[src/rtl/sbt_pkg.sv]
package sbt_pkg;

  typedef enum logic [2:0] {
    CMD_NONE    = 3'd0,
    CMD_OPEN    = 3'd1,
    CMD_READ    = 3'd2,
    CMD_WRITE   = 3'd3,
    CMD_CLOSE   = 3'd4,
    CMD_REFRESH = 3'd5
  } sbt_cmd_e;

  // Strobe decode; unsupported patterns fold into CMD_NONE.
  function automatic sbt_cmd_e sbt_decode(input logic chip_n, input logic row_n,
                                          input logic col_n, input logic wr_n);
    sbt_cmd_e c;
    c = CMD_NONE;
    if (!chip_n) begin
      case ({row_n, col_n, wr_n})
        3'b011:  c = CMD_OPEN;
        3'b101:  c = CMD_READ;
        3'b100:  c = CMD_WRITE;
        3'b010:  c = CMD_CLOSE;
        3'b001:  c = CMD_REFRESH;
        default: c = CMD_NONE;
      endcase
    end
    return c;
  endfunction

endpackage

[src/rtl/sbt_cmd_decode.sv]
module sbt_cmd_decode
  import sbt_pkg::*;
#(
  parameter int BANKS  = 4,
  parameter int BA_W   = 2,
  parameter int ADDR_W = 12,
  parameter int FLAG_BIT = 10
) (
  input  logic              chip_n,
  input  logic              row_n,
  input  logic              col_n,
  input  logic              wr_n,
  input  logic [BA_W-1:0]   bank_sel,
  input  logic [ADDR_W-1:0] addr,
  output sbt_cmd_e          cmd,
  output logic [BANKS-1:0]  bank_hit,
  output logic              flag_bit
);

  assign cmd      = sbt_decode(chip_n, row_n, col_n, wr_n);
  assign flag_bit = addr[FLAG_BIT];

  for (genvar gi = 0; gi < BANKS; gi++) begin : g_hit
    assign bank_hit[gi] = (bank_sel == BA_W'(gi));
  end

endmodule

[src/rtl/sbt_bank_slot.sv]
module sbt_bank_slot
  import sbt_pkg::*;
#(
  parameter int ROW_W = 12,
  parameter int GAP_W = 4,
  parameter int BL_W  = 4,
  parameter int DLY_W = 4
) (
  input  logic             clk,
  input  logic             rst,
  input  sbt_cmd_e         cmd,
  input  logic             hit,
  input  logic             flag_bit,
  input  logic             full_page,
  input  logic [ROW_W-1:0] row_in,
  input  logic [GAP_W-1:0] act_gap,
  input  logic [GAP_W-1:0] pre_gap,
  input  logic [BL_W-1:0]  burst_len,
  input  logic [DLY_W-1:0] close_dly,
  output logic             is_open,
  output logic [ROW_W-1:0] row,
  output logic             cmd_err
);

  localparam int CNT_W = ((BL_W > DLY_W) ? BL_W : DLY_W) + 1;
  localparam logic [GAP_W-1:0] GAP_MAX = '1;

  logic [GAP_W-1:0] since_q;
  logic             pend_q;
  logic [CNT_W-1:0] pend_cnt_q;
  logic [CNT_W-1:0] pend_load;

  logic do_open, do_rw, do_close, expire;
  logic err_open, err_rw;

  assign do_open  = (cmd == CMD_OPEN) && hit;
  assign do_rw    = ((cmd == CMD_READ) || (cmd == CMD_WRITE)) && hit;
  assign do_close = (cmd == CMD_CLOSE) && (hit || flag_bit);
  assign expire   = pend_q && (pend_cnt_q == CNT_W'(1));

  assign err_open = do_open && (is_open || (since_q < pre_gap));
  assign err_rw   = do_rw && (!is_open || pend_q || (since_q < act_gap));
  assign cmd_err  = err_open || err_rw;

  always_comb begin
    pend_load = CNT_W'(burst_len) + CNT_W'(close_dly);
    if (pend_load == '0) pend_load = CNT_W'(1);
  end

  always_ff @(posedge clk) begin
    if (rst) begin
      is_open    <= 1'b0;
      row        <= '0;
      since_q    <= GAP_MAX;
      pend_q     <= 1'b0;
      pend_cnt_q <= '0;
    end else begin
      if (do_open && !err_open) begin
        is_open <= 1'b1;
        row     <= row_in;
        since_q <= GAP_W'(1);
      end else if ((do_close && is_open) || expire) begin
        is_open <= 1'b0;
        pend_q  <= 1'b0;
        since_q <= GAP_W'(1);
      end else begin
        if (since_q != GAP_MAX) since_q <= since_q + GAP_W'(1);
        if (pend_q) pend_cnt_q <= pend_cnt_q - CNT_W'(1);
        if (do_rw && !err_rw && flag_bit && !full_page) begin
          pend_q     <= 1'b1;
          pend_cnt_q <= pend_load;
        end
      end
    end
  end

  // an idle bank only opens through an open command to it
  a_r3_open_needs_cmd: assert property (@(posedge clk) disable iff (rst)
    (!is_open && !do_open) |=> !is_open);

  // a close naming this bank (or all banks) leaves it idle
  a_r7_close_idles: assert property (@(posedge clk) disable iff (rst)
    do_close |=> !is_open);

  // stored row moves only on an open command to this bank
  a_r12_row_holds: assert property (@(posedge clk) disable iff (rst)
    !do_open |=> $stable(row));

  // a pending self-close never outlives the open row
  a_r9_pend_only_open: assert property (@(posedge clk) disable iff (rst)
    pend_q |-> is_open);

endmodule

[src/rtl/sdram_row_tracker.sv]
module sdram_row_tracker
  import sbt_pkg::*;
#(
  parameter int BANKS = 4,
  parameter int BA_W  = 2,
  parameter int ROW_W = 12,
  parameter int GAP_W = 4,
  parameter int BL_W  = 4,
  parameter int DLY_W = 4
) (
  input  logic                   clk,
  input  logic                   rst,
  input  logic                   cmd_chip_n,
  input  logic                   cmd_row_n,
  input  logic                   cmd_col_n,
  input  logic                   cmd_wr_n,
  input  logic [BA_W-1:0]        bank_sel,
  input  logic [ROW_W-1:0]       addr_bus,
  input  logic [GAP_W-1:0]       cfg_act_gap,
  input  logic [GAP_W-1:0]       cfg_pre_gap,
  input  logic [BL_W-1:0]        cfg_burst_len,
  input  logic [DLY_W-1:0]       cfg_close_dly,
  input  logic                   cfg_full_page,
  output logic [BANKS-1:0]       bank_open,
  output logic [BANKS*ROW_W-1:0] open_row,
  output logic                   err_pulse
);

  sbt_cmd_e         cmd;
  logic [BANKS-1:0] bank_hit;
  logic             flag_bit;
  logic [BANKS-1:0] slot_err;
  logic             refresh_err;

  sbt_cmd_decode #(
    .BANKS(BANKS), .BA_W(BA_W), .ADDR_W(ROW_W), .FLAG_BIT(10)
  ) u_dec (
    .chip_n(cmd_chip_n), .row_n(cmd_row_n), .col_n(cmd_col_n), .wr_n(cmd_wr_n),
    .bank_sel(bank_sel), .addr(addr_bus),
    .cmd(cmd), .bank_hit(bank_hit), .flag_bit(flag_bit)
  );

  for (genvar gb = 0; gb < BANKS; gb++) begin : g_bank
    sbt_bank_slot #(
      .ROW_W(ROW_W), .GAP_W(GAP_W), .BL_W(BL_W), .DLY_W(DLY_W)
    ) u_slot (
      .clk(clk), .rst(rst), .cmd(cmd), .hit(bank_hit[gb]), .flag_bit(flag_bit),
      .full_page(cfg_full_page), .row_in(addr_bus),
      .act_gap(cfg_act_gap), .pre_gap(cfg_pre_gap),
      .burst_len(cfg_burst_len), .close_dly(cfg_close_dly),
      .is_open(bank_open[gb]), .row(open_row[gb*ROW_W +: ROW_W]),
      .cmd_err(slot_err[gb])
    );
  end

  assign refresh_err = (cmd == CMD_REFRESH) && (|bank_open);

  always_ff @(posedge clk) begin
    if (rst) err_pulse <= 1'b0;
    else     err_pulse <= (|slot_err) || refresh_err;
  end

  // column access to a closed bank is flagged
  a_r5_rw_closed_bank: assert property (@(posedge clk) disable iff (rst)
    (((cmd == CMD_READ) || (cmd == CMD_WRITE)) && !bank_open[bank_sel]) |=> err_pulse);

  // reopening an open bank is flagged
  a_r4_reopen: assert property (@(posedge clk) disable iff (rst)
    ((cmd == CMD_OPEN) && bank_open[bank_sel]) |=> err_pulse);

  // refresh with a busy bank is flagged
  a_r11_refresh_busy: assert property (@(posedge clk) disable iff (rst)
    ((cmd == CMD_REFRESH) && (|bank_open)) |=> err_pulse);

  // no decoded command means no error next cycle
  a_r2_idle_quiet: assert property (@(posedge clk) disable iff (rst)
    (cmd == CMD_NONE) |=> !err_pulse);

endmodule

[config.mk]
export PLATFORM = sky130hd
export DESIGN_NAME = sdram_row_tracker
export DESIGN_NICKNAME = d
export VERILOG_FILES = /design/src/rtl/sbt_pkg.sv /design/src/rtl/sbt_cmd_decode.sv /design/src/rtl/sbt_bank_slot.sv /design/src/rtl/sdram_row_tracker.sv
export SDC_FILE = /design/constraint.sdc
export NUM_CORES = 1
export LEC_CHECK = 0
export ABC_AREA = 1
export BUFFER_PORTS_ARGS = -buffer_cell sky130_fd_sc_hd__buf_2
export CELL_PAD_IN_SITES_DETAIL_PLACEMENT = 1
export CELL_PAD_IN_SITES_GLOBAL_PLACEMENT = 2
export CORE_UTILIZATION = 33
export DETAILED_ROUTE_END_ITERATION = 12
export PLACE_DENSITY_LB_ADDON = 0.25
export SLEW_MARGIN = 40
export SYNTH_ARGS = -nofsm -noshare
export SYNTH_HDL_FRONTEND = slang
export SYNTH_SLANG_ARGS = --single-unit
[constraint.sdc]
create_clock -name clk -period 3.1 [get_ports clk]
set_input_delay 0.62 -clock clk [delete_from_list [all_inputs] [get_ports clk]]
set_output_delay 0.62 -clock clk [all_outputs]
set_load 0.05 [all_outputs]
==> flow_summary_export.csv, run 1 <==
group,metric,value,unit
sta,slew_headroom,69.25,%
critical_path,worstPathRequired,3.35,ns
drt,postRouteAntennaNets,0,
drt,totalWireLength,15.76,mm
critical_path,end_kind,"flop",
final_layout,fin_util,39.87,%
drt,top_layer,"met4",
clocking,clock_latency,0.35,ns
sta,final.setup.tns,0,ns
sta,whs,0.4401,ns
placement,place_ws,0.7346,ns
clocking,clock_path_buffers,2,
grt,grt_pass1_wl,25.70,mm
floorplan,die_x,129.0,microns
grt,grt_max_degree,49,
final_layout,drive_gt1_share,16.48,%
drt,wl_met3,299,microns
drt,drt-initial-drc-count,227,
critical_path,crit_arrival,2.22,ns
pwr,power.density,571.4,nW/um^2
critical_path,cpPeakStageDelay,0.41,ns
logic_synthesis,synthFlopType,"dfxtp_1",
critical_path,r2r_cells,11,
logic_synthesis,synthTopCellsByArea,"dfxtp_1 35%, nand2_1 13%, inv_1 9.5%",
clocking,cts_post_setup_buffers_inserted,0,
logic_synthesis,postSynth.asyncResetShare,0,%
logic_synthesis,ys_top_cells_by_count,"184 x nand2_1, 135 x inv_1, 93 x dfxtp_1",
min_path,min_path_type,"flop to flop",
placement,gp_congestion,0.7945,
flow_run,drv_cap,0,
logic_synthesis,syn-num-nets,863,
clocking,numCtsBuffers,9,
sta,max_freq,0.5082,GHz
critical_path,r2r_slack,1.16,ns
clocking,root_buffer,"clkbuf_16",
pwr,leakage,3.216,nW
final_layout,nFillCells,2080,
clocking,clk_pin_slew,0.07,ns
critical_path,cp_cell_sequence,"buf_2 -> ha_1 -> inv_1 -> fa_1 -> xnor2_1 -> nor2_1 -> nand3_1 -> nand2_1 -> nand2_1 -> nand2_1 -> nor2_1 -> nor2_1",
sta,fin_crit_sh,63.48,%
sta,worstMarginPinSlew,0.4600,ns
final_layout,nNetsFinal,947,
sta,setup_violations,0,
grt,track_usage,20.04,%
logic_synthesis,ys_ff_latch,93,
grt,grt_pass1_vias,5196,
logic_synthesis,ys_warn_count,0,
status,status,"complete, no violations",
floorplan,rows,46,
sta,fin_crit,1.968,ns
floorplan,dieArea,16640,sq um
drt,vias,5128,
critical_path,worstReg2RegStart,"g_bank[0].u_slot.since_q[1]",
placement,io_buffers,89,
placement,dp_cells,1074,
drt,wl_per_cell,14.46,microns
logic_synthesis,synth_top_area_share,34.97,%
grt,overflow,0,
critical_path,rr_endpoint,"g_bank[0].u_slot.pend_cnt_q[2]",
clocking,cts_tree,"done",
logic_synthesis,syn-instance-count,785,
floorplan,die_height,129.0,microns
logic_synthesis,synth_edf_count,0,
clocking,cts_hold_buffers,0,
clocking,ctsResizeCount,0,
drt,firstDrtPassIters,4,
logic_synthesis,synth_cell_type_count,34,
logic_synthesis,syn_avg_cell_area,6.782,sq um
final_layout,num_antenna_cells,0,
sta,setup_ws,1.132,ns
critical_path,cp-start-kind,"input port",
sta,skew,0.008923,ns
logic_synthesis,netlist_area,5324,sq um
grt,antenna_found_initial,0,
floorplan,core_area,15830,sq um
logic_synthesis,yosysMostFrequentCell,"nand2_1",
drt,wl_met1,7.800,mm
logic_synthesis,yosysTopAreaCell,"dfxtp_1",
clocking,h-tree-depth,3,
floorplan,start_util,33.64,%
final_layout,fin_cells,1090,
sta,drv_slew,0,
critical_path,crit_type,"input port to flop",
critical_path,crit_fanout,5,
pwr,vdd_drop_max,245.2,uV
floorplan,io_pins,90,
sta,rsz0062_at_grt,"no",
critical_path,cpMaxStageDelayCell,"fa_1",
drt,met2_length,7.392,mm
placement,dp_hpwl,12.30,mm
clocking,clkSinkCount,93,
drt,viasPerCell,4.705,
final_layout,area_growth,18.54,%
sta,hold_viol_final,0,
critical_path,critPathCapture,"g_bank[2].u_slot.pend_cnt_q[0]",
critical_path,crit_start,"cfg_burst_len[0]",
logic_synthesis,ys_seq_area_share,34.97,%
drt,drcViolationCount,0,
==> flip-flops by register name, summed over array words and instances, names as in the netlist <==
| signal | flops |
|---|---|
| err_pulse | 1 |
| g_bank.u_slot.is_open | 4 |
| g_bank.u_slot.pend_cnt_q | 20 |
| g_bank.u_slot.pend_q | 4 |
| g_bank.u_slot.row | 48 |
| g_bank.u_slot.since_q | 16 |
==> layout by cell type, fill, tap and decap left out, drive strengths merged <==
cell type | netlist | routed
nor3 | 4 | 4
ha | 40 | 40
and3 | 2 | 2
nand4 | 7 | 7
or2 | 2 | 2
mux2 | 1 | 1
xor2 | 10 | 10
clkinv | 2 | 2
fa | 1 | 1
xnor2 | 2 | 2
o211ai | 3 | 3
bufinv | 0 | 1
nand2 | 191 | 191
clkbuf | 13 | 9
buf | 9 | 95
a21oi | 68 | 68
nand3 | 29 | 29
inv | 141 | 145
clkinvlp | 0 | 2
o21ai | 85 | 85
nor2 | 76 | 76
nand3b | 3 | 3
dfxtp | 93 | 93
o21a | 3 | 3
==> layout make-up <==
cell class	count	area, sq um	share of cell area (%)
clock buffer	9	225.2	3.569
timing repair buffer	95	503.0	7.970
multi-input combinational	527	2820	44.69
clock inverter	7	92.59	1.467
sequential	93	1862	29.50
inverter	143	538.0	8.525
tap	216	270.3	4.282
==> cell families after synthesis <==
group           count (synthesis)  synth area share (%)
compound gates                159                 15.23
simple gates                  314                 25.78
xor+xnor                       12                 1.974
flops                          93                 34.97
buf+inv                       165                 12.06
fa+ha+maj                      41                 9.777
mux                             1                0.2115
==> metal layers <==
layer	up-vias	track usage (%)
met1	2423	26.48
met2	58	33.67
met4	0	7.197
met5	-	0
li1	2631	-
met3	16	2.395
==> report_power, final <==
part	total, W	internal, W	switching (W)
Combinational	0.000993	0.000378	0.000615
Clock	0.00119	0.000647	0.000539
Sequential	0.00143	0.00129	0.000135
Total	0.00361	0.00232	0.00129
==> through the flow <==
stage	power, W	instance area, sq um
2_1_floorplan	0.002144	5324
3_3_place_gp	0.002370	5993
3_5_place_dp	0.002447	5993
4_1_cts	0.003662	6311
5_1_grt	0.003869	6311
6_report	0.003606	6311
==> worst min-delay path by stage <==
stage | to | startpoint | cells past startpoint
global route | g_bank[1].u_slot.row[1] | g_bank[1].u_slot.row[1] | 2
floorplan | g_bank[3].u_slot.pend_q | g_bank[3].u_slot.pend_q | 2
finish | g_bank[0].u_slot.row[1] | g_bank[0].u_slot.row[1] | 2
detailed placement | g_bank[2].u_slot.row[1] | g_bank[2].u_slot.row[1] | 2
global placement | g_bank[0].u_slot.row[8] | g_bank[0].u_slot.row[8] | 2
CTS | g_bank[2].u_slot.row[1] | g_bank[2].u_slot.row[1] | 2
==> worst max-delay path, delay by kind of cell <==
kind / cells / cell delay, ns
xor gates and xnor gates: 1 / 0.37
adders and majority gates: 2 / 0.56
and+or+nand+nor: 7 / 0.54
buffers and inverters: 2 / 0.13
Power figures use the tool's default switching activity.
==> run 2: changes to the inputs <==
--- a/config.mk
+++ b/config.mk
@@ -5,11 +5,11 @@
 export SDC_FILE = /design/constraint.sdc
 export NUM_CORES = 1
 export LEC_CHECK = 0
-export ABC_AREA = 1
+export ABC_AREA = 0
 export BUFFER_PORTS_ARGS = -buffer_cell sky130_fd_sc_hd__buf_2
 export CELL_PAD_IN_SITES_DETAIL_PLACEMENT = 1
 export CELL_PAD_IN_SITES_GLOBAL_PLACEMENT = 2
-export CORE_UTILIZATION = 33
+export CORE_UTILIZATION = 30
 export DETAILED_ROUTE_END_ITERATION = 12
 export PLACE_DENSITY_LB_ADDON = 0.25
 export SLEW_MARGIN = 40
==> constraint.sdc (replaced) <==
create_clock -name clk -period 1.65 [get_ports clk]
set_input_delay 0.33 -clock clk [delete_from_list [all_inputs] [get_ports clk]]
set_output_delay 0.33 -clock clk [all_outputs]
set_load 0.05 [all_outputs]
==> flow_summary_export.csv, run 2 <==
group,metric,value,unit
critical_path,crit_fanout,5,
grt,track_usage,21.38,%
floorplan,dieArea,17590,sq um
pwr,finalPower,0.007581,W
critical_path,worstReg2RegStart,"g_bank[1].u_slot.since_q[3]",
sta,setup_violations,93,
logic_synthesis,synth_edf_count,0,
critical_path,cpMaxStageDelayCell,"or4_4",
drt,viasPerCell,5.009,
final_layout,fin_util,48.23,%
final_layout,nFillCells,1913,
pwr,p_seq_share,34.6,%
logic_synthesis,ys_seq_area_share,36.36,%
grt,grt_max_degree,62,
final_layout,regMostFlops,"g_bank.u_slot.row",
logic_synthesis,synthFlopType,"dfxtp_1",
sta,hold_viol_final,0,
floorplan,core_area,16640,sq um
clocking,clock_path_buffers,2,
final_layout,final_cell_mix,"105 x buf_4, 89 x buf_2, 84 x nand2_1",
clocking,clock_latency,0.35,ns
sta,setup_ws,-0.5713,ns
logic_synthesis,ys_top_cells_by_count,"107 x nand2_1, 93 x dfxtp_1, 62 x a21oi_1",
logic_synthesis,synthTopCellsByArea,"dfxtp_1 36%, ha_1 9.8%, nand2_1 7.8%",
critical_path,rr_endpoint,"g_bank[1].u_slot.pend_cnt_q[0]",
logic_synthesis,yosysMostFrequentCell,"nand2_1",
final_layout,biggestRegsByFlops,"g_bank.u_slot.row (48), g_bank.u_slot.pend_cnt_q (20), g_bank.u_slot.since_q (16)",
floorplan,start_util,30.76,%
sta,max_freq,0.4502,GHz
floorplan,die_height,132.6,microns
sta,skew,0.01131,ns
logic_synthesis,ys_ff_latch,93,
final_layout,nNetsFinal,895,
pwr,vdd_drop_max,442.1,uV
critical_path,crit_arrival,2.51,ns
drt,firstDrtPassIters,4,
logic_synthesis,netlist_area,5120,sq um
critical_path,worstPathRequired,1.94,ns
critical_path,crit_type,"flop to flop",
floorplan,die_x,132.6,microns
final_layout,area_growth,56.77,%
pwr,p_clk_share,28.2,%
drt,postRouteAntennaNets,0,
placement,dp_hpwl,13.94,mm
placement,gp_congestion,0.8115,
critical_path,cpPeakStageDelay,0.63,ns
pwr,sw_frac_of_total,34.62,%
grt,antenna_found_initial,0,
critical_path,end_kind,"flop",
clocking,cts_tree,"done",
critical_path,cp_cell_sequence,"ha_4 -> nor2_1 -> or3_4 -> or4_4 -> o211a_4 -> a21o_1 -> a21oi_2",
status,violations,"negative setup slack",
final_layout,largest_reg_flops,48,
clocking,clk_pin_slew,0.08,ns
placement,dp_cells,1006,
sta,worstMarginPinSlew,0.6882,ns
pwr,leakage,3.345,nW
drt,wl_per_cell,18.07,microns
floorplan,rows,47,
drt,drcViolationCount,0,
pwr,p_comb_share,37.1,%
pwr,p_switching,0.002624,W
drt,drt-initial-drc-count,162,
critical_path,critPathCapture,"g_bank[1].u_slot.pend_cnt_q[0]",
logic_synthesis,syn-num-nets,689,
sta,fin_crit,2.221,ns
final_layout,layout_commonest_cell,"buf_4",
min_path,min_path_type,"input port to flop",
critical_path,cp-start-kind,"flop",
grt,grt_pass1_wl,29.59,mm
final_layout,drive_gt1_share,44.53,%
sta,drv_slew,0,
final_layout,num_antenna_cells,0,
clocking,root_buffer,"clkbuf_16",
critical_path,crit_start,"g_bank[1].u_slot.since_q[3]",
pwr,power.density,944.5,nW/um^2
logic_synthesis,yosysTopAreaCell,"dfxtp_1",
drt,vias,5219,
logic_synthesis,syn_avg_cell_area,8.380,sq um
logic_synthesis,synth_top_area_share,36.36,%
logic_synthesis,postSynth.asyncResetShare,0,%
flow_run,drv_cap,0,
logic_synthesis,syn-instance-count,611,
sta,fin_crit_sh,134.6,%
final_layout,fin_cells,1042,
drt,totalWireLength,18.83,mm
pwr,p_int,0.004957,W
sta,final.setup.tns,-30.69,ns
clocking,clkSinkCount,93,
grt,grt_pass1_vias,5674,
sta,whs,0.2519,ns
critical_path,r2r_cells,7,
floorplan,io_pins,90,
clocking,h-tree-depth,3,
grt,overflow,0,
placement,io_buffers,89,
logic_synthesis,synth_cell_type_count,54,
sta,slew_headroom,54.12,%
sta,rsz0062_at_grt,"yes",
status,status,"finished, violations left",
clocking,cts_hold_buffers,0,
critical_path,r2r_slack,-0.57,ns
logic_synthesis,ys_warn_count,0,
clocking,numCtsBuffers,9,
[run 2: layout make-up]
class	count	area (sq um)	area share, %
well taps	220	275.3	3.429
multi-input cells	467	3737	46.56
repair buffers	226	1713	21.34
inverters	20	108.9	1.356
flip-flops and latches	93	1888	23.52
clock inverters	7	78.83	0.9821
clock buffers	9	225.2	2.806
[run 2: what timing repair did]
item / in CTS / in global routing
gates resized for setup: 75 / 52
setup endpoints to repair: 93 / 93
setup buffers: 12 / 10
gates cloned: 0 / 2
hold endpoints to repair: 0 / 0
pin swaps: 32 / 29
[run 2: metrics by stage]
stage | instance area [sq um] | worst slack, ns
finish | 8026 | -0.5713
global route | 8026 | -0.6543
CTS | 7707 | -0.5384
detailed placement | 7024 | -0.7666
global placement | 7024 | -0.7092
floorplan | 5607 | -0.5873
[run 2: how the worst min path moves through the flow]
| stage | cells past startpoint | end | from |
|---|---|---|---|
| finish | 3 | g_bank[3].u_slot.row[4] | addr_bus[4] |
| global route | 3 | g_bank[3].u_slot.row[4] | addr_bus[4] |
| CTS | 3 | g_bank[1].u_slot.row[9] | addr_bus[9] |
| detailed placement | 2 | g_bank[2].u_slot.row[3] | g_bank[2].u_slot.row[3] |
| global placement | 2 | g_bank[3].u_slot.row[6] | g_bank[3].u_slot.row[6] |
| floorplan | 1 | g_bank[0].u_slot.since_q[0] | rst |
[run 2: routing by layer]
| layer | track usage, % | wire (microns) | share of wire, % | up-vias |
|---|---|---|---|---|
| met4 | 5.619 | 230 | 1.2 | 0 |
| met2 | 39.24 | 9705 | 52 | 84 |
| met5 | 0 | 0 | 0 | - |
| li1 | - | - | - | 2575 |
| met1 | 25.54 | 8275 | 44 | 2542 |
| met3 | 3.602 | 620 | 3.3 | 18 |
[run 2: power groups by stage]
stage | sequential (W) | combinational, W | clock, W
finish | 0.00262 | 0.00281 | 0.00214
CTS | 0.00261 | 0.00264 | 0.00219
detailed placement | 0.00264 | 0.00249 | 0
floorplan | 0.00271 | 0.00146 | 0
global route | 0.00265 | 0.00308 | 0.00227
global placement | 0.00263 | 0.00233 | 0
[run 2: critical path, delay by kind of cell (launching register included)]
family                   cells  cell delay, ns
AO/OA/AOI/OAI                3            0.50
adder cells (fa/ha/maj)      1            0.25
flip-flops                   1            0.36
AND/OR/NAND/NOR              3            1.05
[run 2: cells by family after synthesis]
| logic type | share of synthesized area (%) |
|---|---|
| buf+inv | 4.350 |
| xor+xnor | 1.026 |
| mux | 7.600 |
| compound gates | 17.38 |
| fa+ha+maj | 10.17 |
| flops | 36.36 |
| simple gates | 23.12 |
==> run 3: changes to the inputs <==
--- a/config.mk
+++ b/config.mk
@@ -11,7 +11,10 @@
 export CELL_PAD_IN_SITES_GLOBAL_PLACEMENT = 2
 export CORE_UTILIZATION = 30
 export DETAILED_ROUTE_END_ITERATION = 12
+export GPL_ROUTABILITY_DRIVEN = 0
 export PLACE_DENSITY_LB_ADDON = 0.25
+export RECOVER_POWER = 100
+export SKIP_CTS_REPAIR_TIMING = 1
 export SLEW_MARGIN = 40
 export SYNTH_ARGS = -nofsm -noshare
 export SYNTH_HDL_FRONTEND = slang
==> flow_summary_export.csv, run 3 (same netlist as run 2, synthesis figures left out) <==
group,metric,value,unit
status,status,"finished, violations left",
status,violations,"negative setup slack",
floorplan,rows,47,
final_layout,num_antenna_cells,0,
critical_path,crit_arrival,2.49,ns
pwr,leakage,3.204,nW
sta,max_freq,0.4537,GHz
clocking,numCtsBuffers,9,
pwr,p_clk_share,28.5,%
floorplan,core_area,16640,sq um
pwr,p_seq_share,34.8,%
final_layout,regMostFlops,"g_bank.u_slot.row",
final_layout,final_cell_mix,"106 x buf_4, 87 x nand2_1, 80 x dfxtp_1",
sta,hold_viol_final,0,
clocking,h-tree-depth,3,
sta,skew,0.008224,ns
clocking,clkSinkCount,93,
drt,wl_per_cell,18.01,microns
floorplan,start_util,30.76,%
sta,fin_crit,2.204,ns
critical_path,crit_family,"simple AND/OR/NAND/NOR gates",
critical_path,cpPeakStageDelay,0.51,ns
sta,rsz0062_at_grt,"yes",
sta,fin_crit_sh,133.6,%
critical_path,path_depth,9,
placement,dp_cells,1006,
sta,setup_ws,-0.5542,ns
final_layout,nNetsFinal,895,
critical_path,cpMaxStageDelayCell,"or4b_4",
sta,drv_slew,0,
clocking,clk_pin_slew,0.08,ns
critical_path,crit_type,"flop to flop",
placement,dp_hpwl,13.94,mm
grt,overflow,0,
final_layout,fin_cells,1042,
placement,io_buffers,89,
critical_path,cp-start-kind,"flop",
floorplan,dieArea,17590,sq um
grt,antenna_found_initial,0,
critical_path,cpMostUsedCell,"mux2i_1",
critical_path,r2r_cells,9,
floorplan,io_pins,90,
sta,setup_violations,93,
floorplan,die_height,132.6,microns
grt,grt_pass1_vias,5521,
sta,worstMarginPinSlew,0.8806,ns
critical_path,critPathCapture,"g_bank[0].u_slot.pend_cnt_q[1]",
critical_path,cp_cell_sequence,"ha_4 -> nor3_1 -> or4b_4 -> nor4b_4 -> buf_6 -> buf_4 -> mux2i_1 -> mux2i_1 -> nor2_1",
final_layout,biggestRegsByFlops,"g_bank.u_slot.row (48), g_bank.u_slot.pend_cnt_q (20), g_bank.u_slot.since_q (16)",
pwr,p_switching,0.002613,W
pwr,p_int,0.004899,W
grt,track_usage,20.70,%
drt,drt-initial-drc-count,183,
drt,postRouteAntennaNets,0,
final_layout,drive_gt1_share,41.36,%
drt,drcViolationCount,0,
final_layout,area_growth,54.72,%
clocking,clock_latency,0.35,ns
critical_path,crit_start,"g_bank[0].u_slot.since_q[2]",
final_layout,largest_reg_flops,48,
grt,grt_max_degree,62,
critical_path,critical_path_buf_inv_count,2,
grt,grt_pass1_wl,28.68,mm
pwr,p_comb_share,36.6,%
sta,slew_headroom,41.02,%
critical_path,rr_endpoint,"g_bank[0].u_slot.pend_cnt_q[1]",
flow_run,drv_cap,0,
clocking,root_buffer,"clkbuf_16",
critical_path,end_kind,"flop",
critical_path,worstReg2RegStart,"g_bank[0].u_slot.since_q[2]",
critical_path,worstPathRequired,1.94,ns
pwr,vdd_drop_max,460.4,uV
clocking,clock_path_buffers,2,
floorplan,die_x,132.6,microns
critical_path,r2r_slack,-0.55,ns
drt,totalWireLength,18.76,mm
drt,viasPerCell,5.034,
drt,firstDrtPassIters,4,
drt,vias,5245,
pwr,sw_frac_of_total,34.79,%
final_layout,fin_util,47.60,%
critical_path,crit_fanout,8,
clocking,cts_tree,"done",
final_layout,layout_commonest_cell,"buf_4",
min_path,min_path_type,"input port to flop",
pwr,power.density,948.4,nW/um^2
[run 3: changes by cell type in the layout (fill, tap and decap cells not counted), moves of 3 or more]
cell | previous run | this run
clkbuf_2 | 0 | 31
nand2_1 | 84 | 87
nand2_2 | 17 | 10
buf_2 | 89 | 36
ha_4 | 17 | 14
nand2_4 | 2 | 8
clkbuf_1 | 0 | 20
buf_12 | 10 | 7
dfxtp_4 | 5 | 2
dfxtp_2 | 6 | 11
[run 3: how the worst min path moves through the flow]
| stage | end | cells after the start | slack, ns | start |
|---|---|---|---|---|
| floorplan | g_bank[0].u_slot.since_q[0] | 1 | 0.43 | rst |
| global placement | g_bank[3].u_slot.row[6] | 2 | 0.44 | g_bank[3].u_slot.row[6] |
| detailed placement | g_bank[2].u_slot.row[3] | 2 | 0.45 | g_bank[2].u_slot.row[3] |
| CTS | g_bank[1].u_slot.row[9] | 3 | 0.25 | addr_bus[9] |
| global route | g_bank[2].u_slot.row[2] | 3 | 0.25 | addr_bus[2] |
| finish | g_bank[2].u_slot.row[2] | 3 | 0.26 | addr_bus[2] |
[run 3: routing by layer]
metal,wire length (microns),global-route usage (%),vias to the layer above
li1,-,-,2578
met1,8230,25.18,2565
met2,9666,37.40,85
met3,602,3.563,17
met4,262,5.428,0
met5,0,0,-
[run 3: final cells by class]
| type | instances | area (sq um) |
|---|---|---|
| Multi-Input combinational cell | 467 | 3691 |
| Fill cell | 1927 | 8721 |
| Tap cell | 220 | 275.3 |
| Clock inverter | 7 | 78.83 |
| Inverter | 20 | 108.9 |
| Clock buffer | 9 | 225.2 |
| Timing Repair Buffer | 226 | 1659 |
| Sequential cell | 93 | 1883 |
[run 3: worst register-to-register path: stages (launching register included)]
cell	delay (ns)
dfxtp_2	0.35
ha_4	0.26
nor3_1	0.05
or4b_4	0.51
nor4b_4	0.31
buf_6	0.19
buf_4	0.12
mux2i_1	0.18
mux2i_1	0.09
nor2_1	0.09
[run 3: power groups by stage]
stage | clock [W] | sequential (W) | combinational (W)
after floorplan | 0 | 0.00271 | 0.00146
final | 0.00214 | 0.00262 | 0.00275
after global routing | 0.00228 | 0.00264 | 0.00300
after detailed placement | 0 | 0.00264 | 0.00249
after global placement | 0 | 0.00263 | 0.00233
after CTS | 0.00219 | 0.00259 | 0.00251
[run 3: metrics by stage]
step	setup WS, ns	cell area (sq um)	hold slack [ns]	TNS, ns	power (W)
floorplan	-0.5873	5607	0.4337	-27.21	0.004167
global placement	-0.7092	7024	0.4353	-55.56	0.004961
detailed placement	-0.7666	7024	0.4453	-58.47	0.005130
CTS	-0.5985	7328	0.2485	-34.69	0.007286
global route	-0.6517	7921	0.2504	-36.68	0.007922
finish	-0.5542	7921	0.2567	-31.29	0.007513
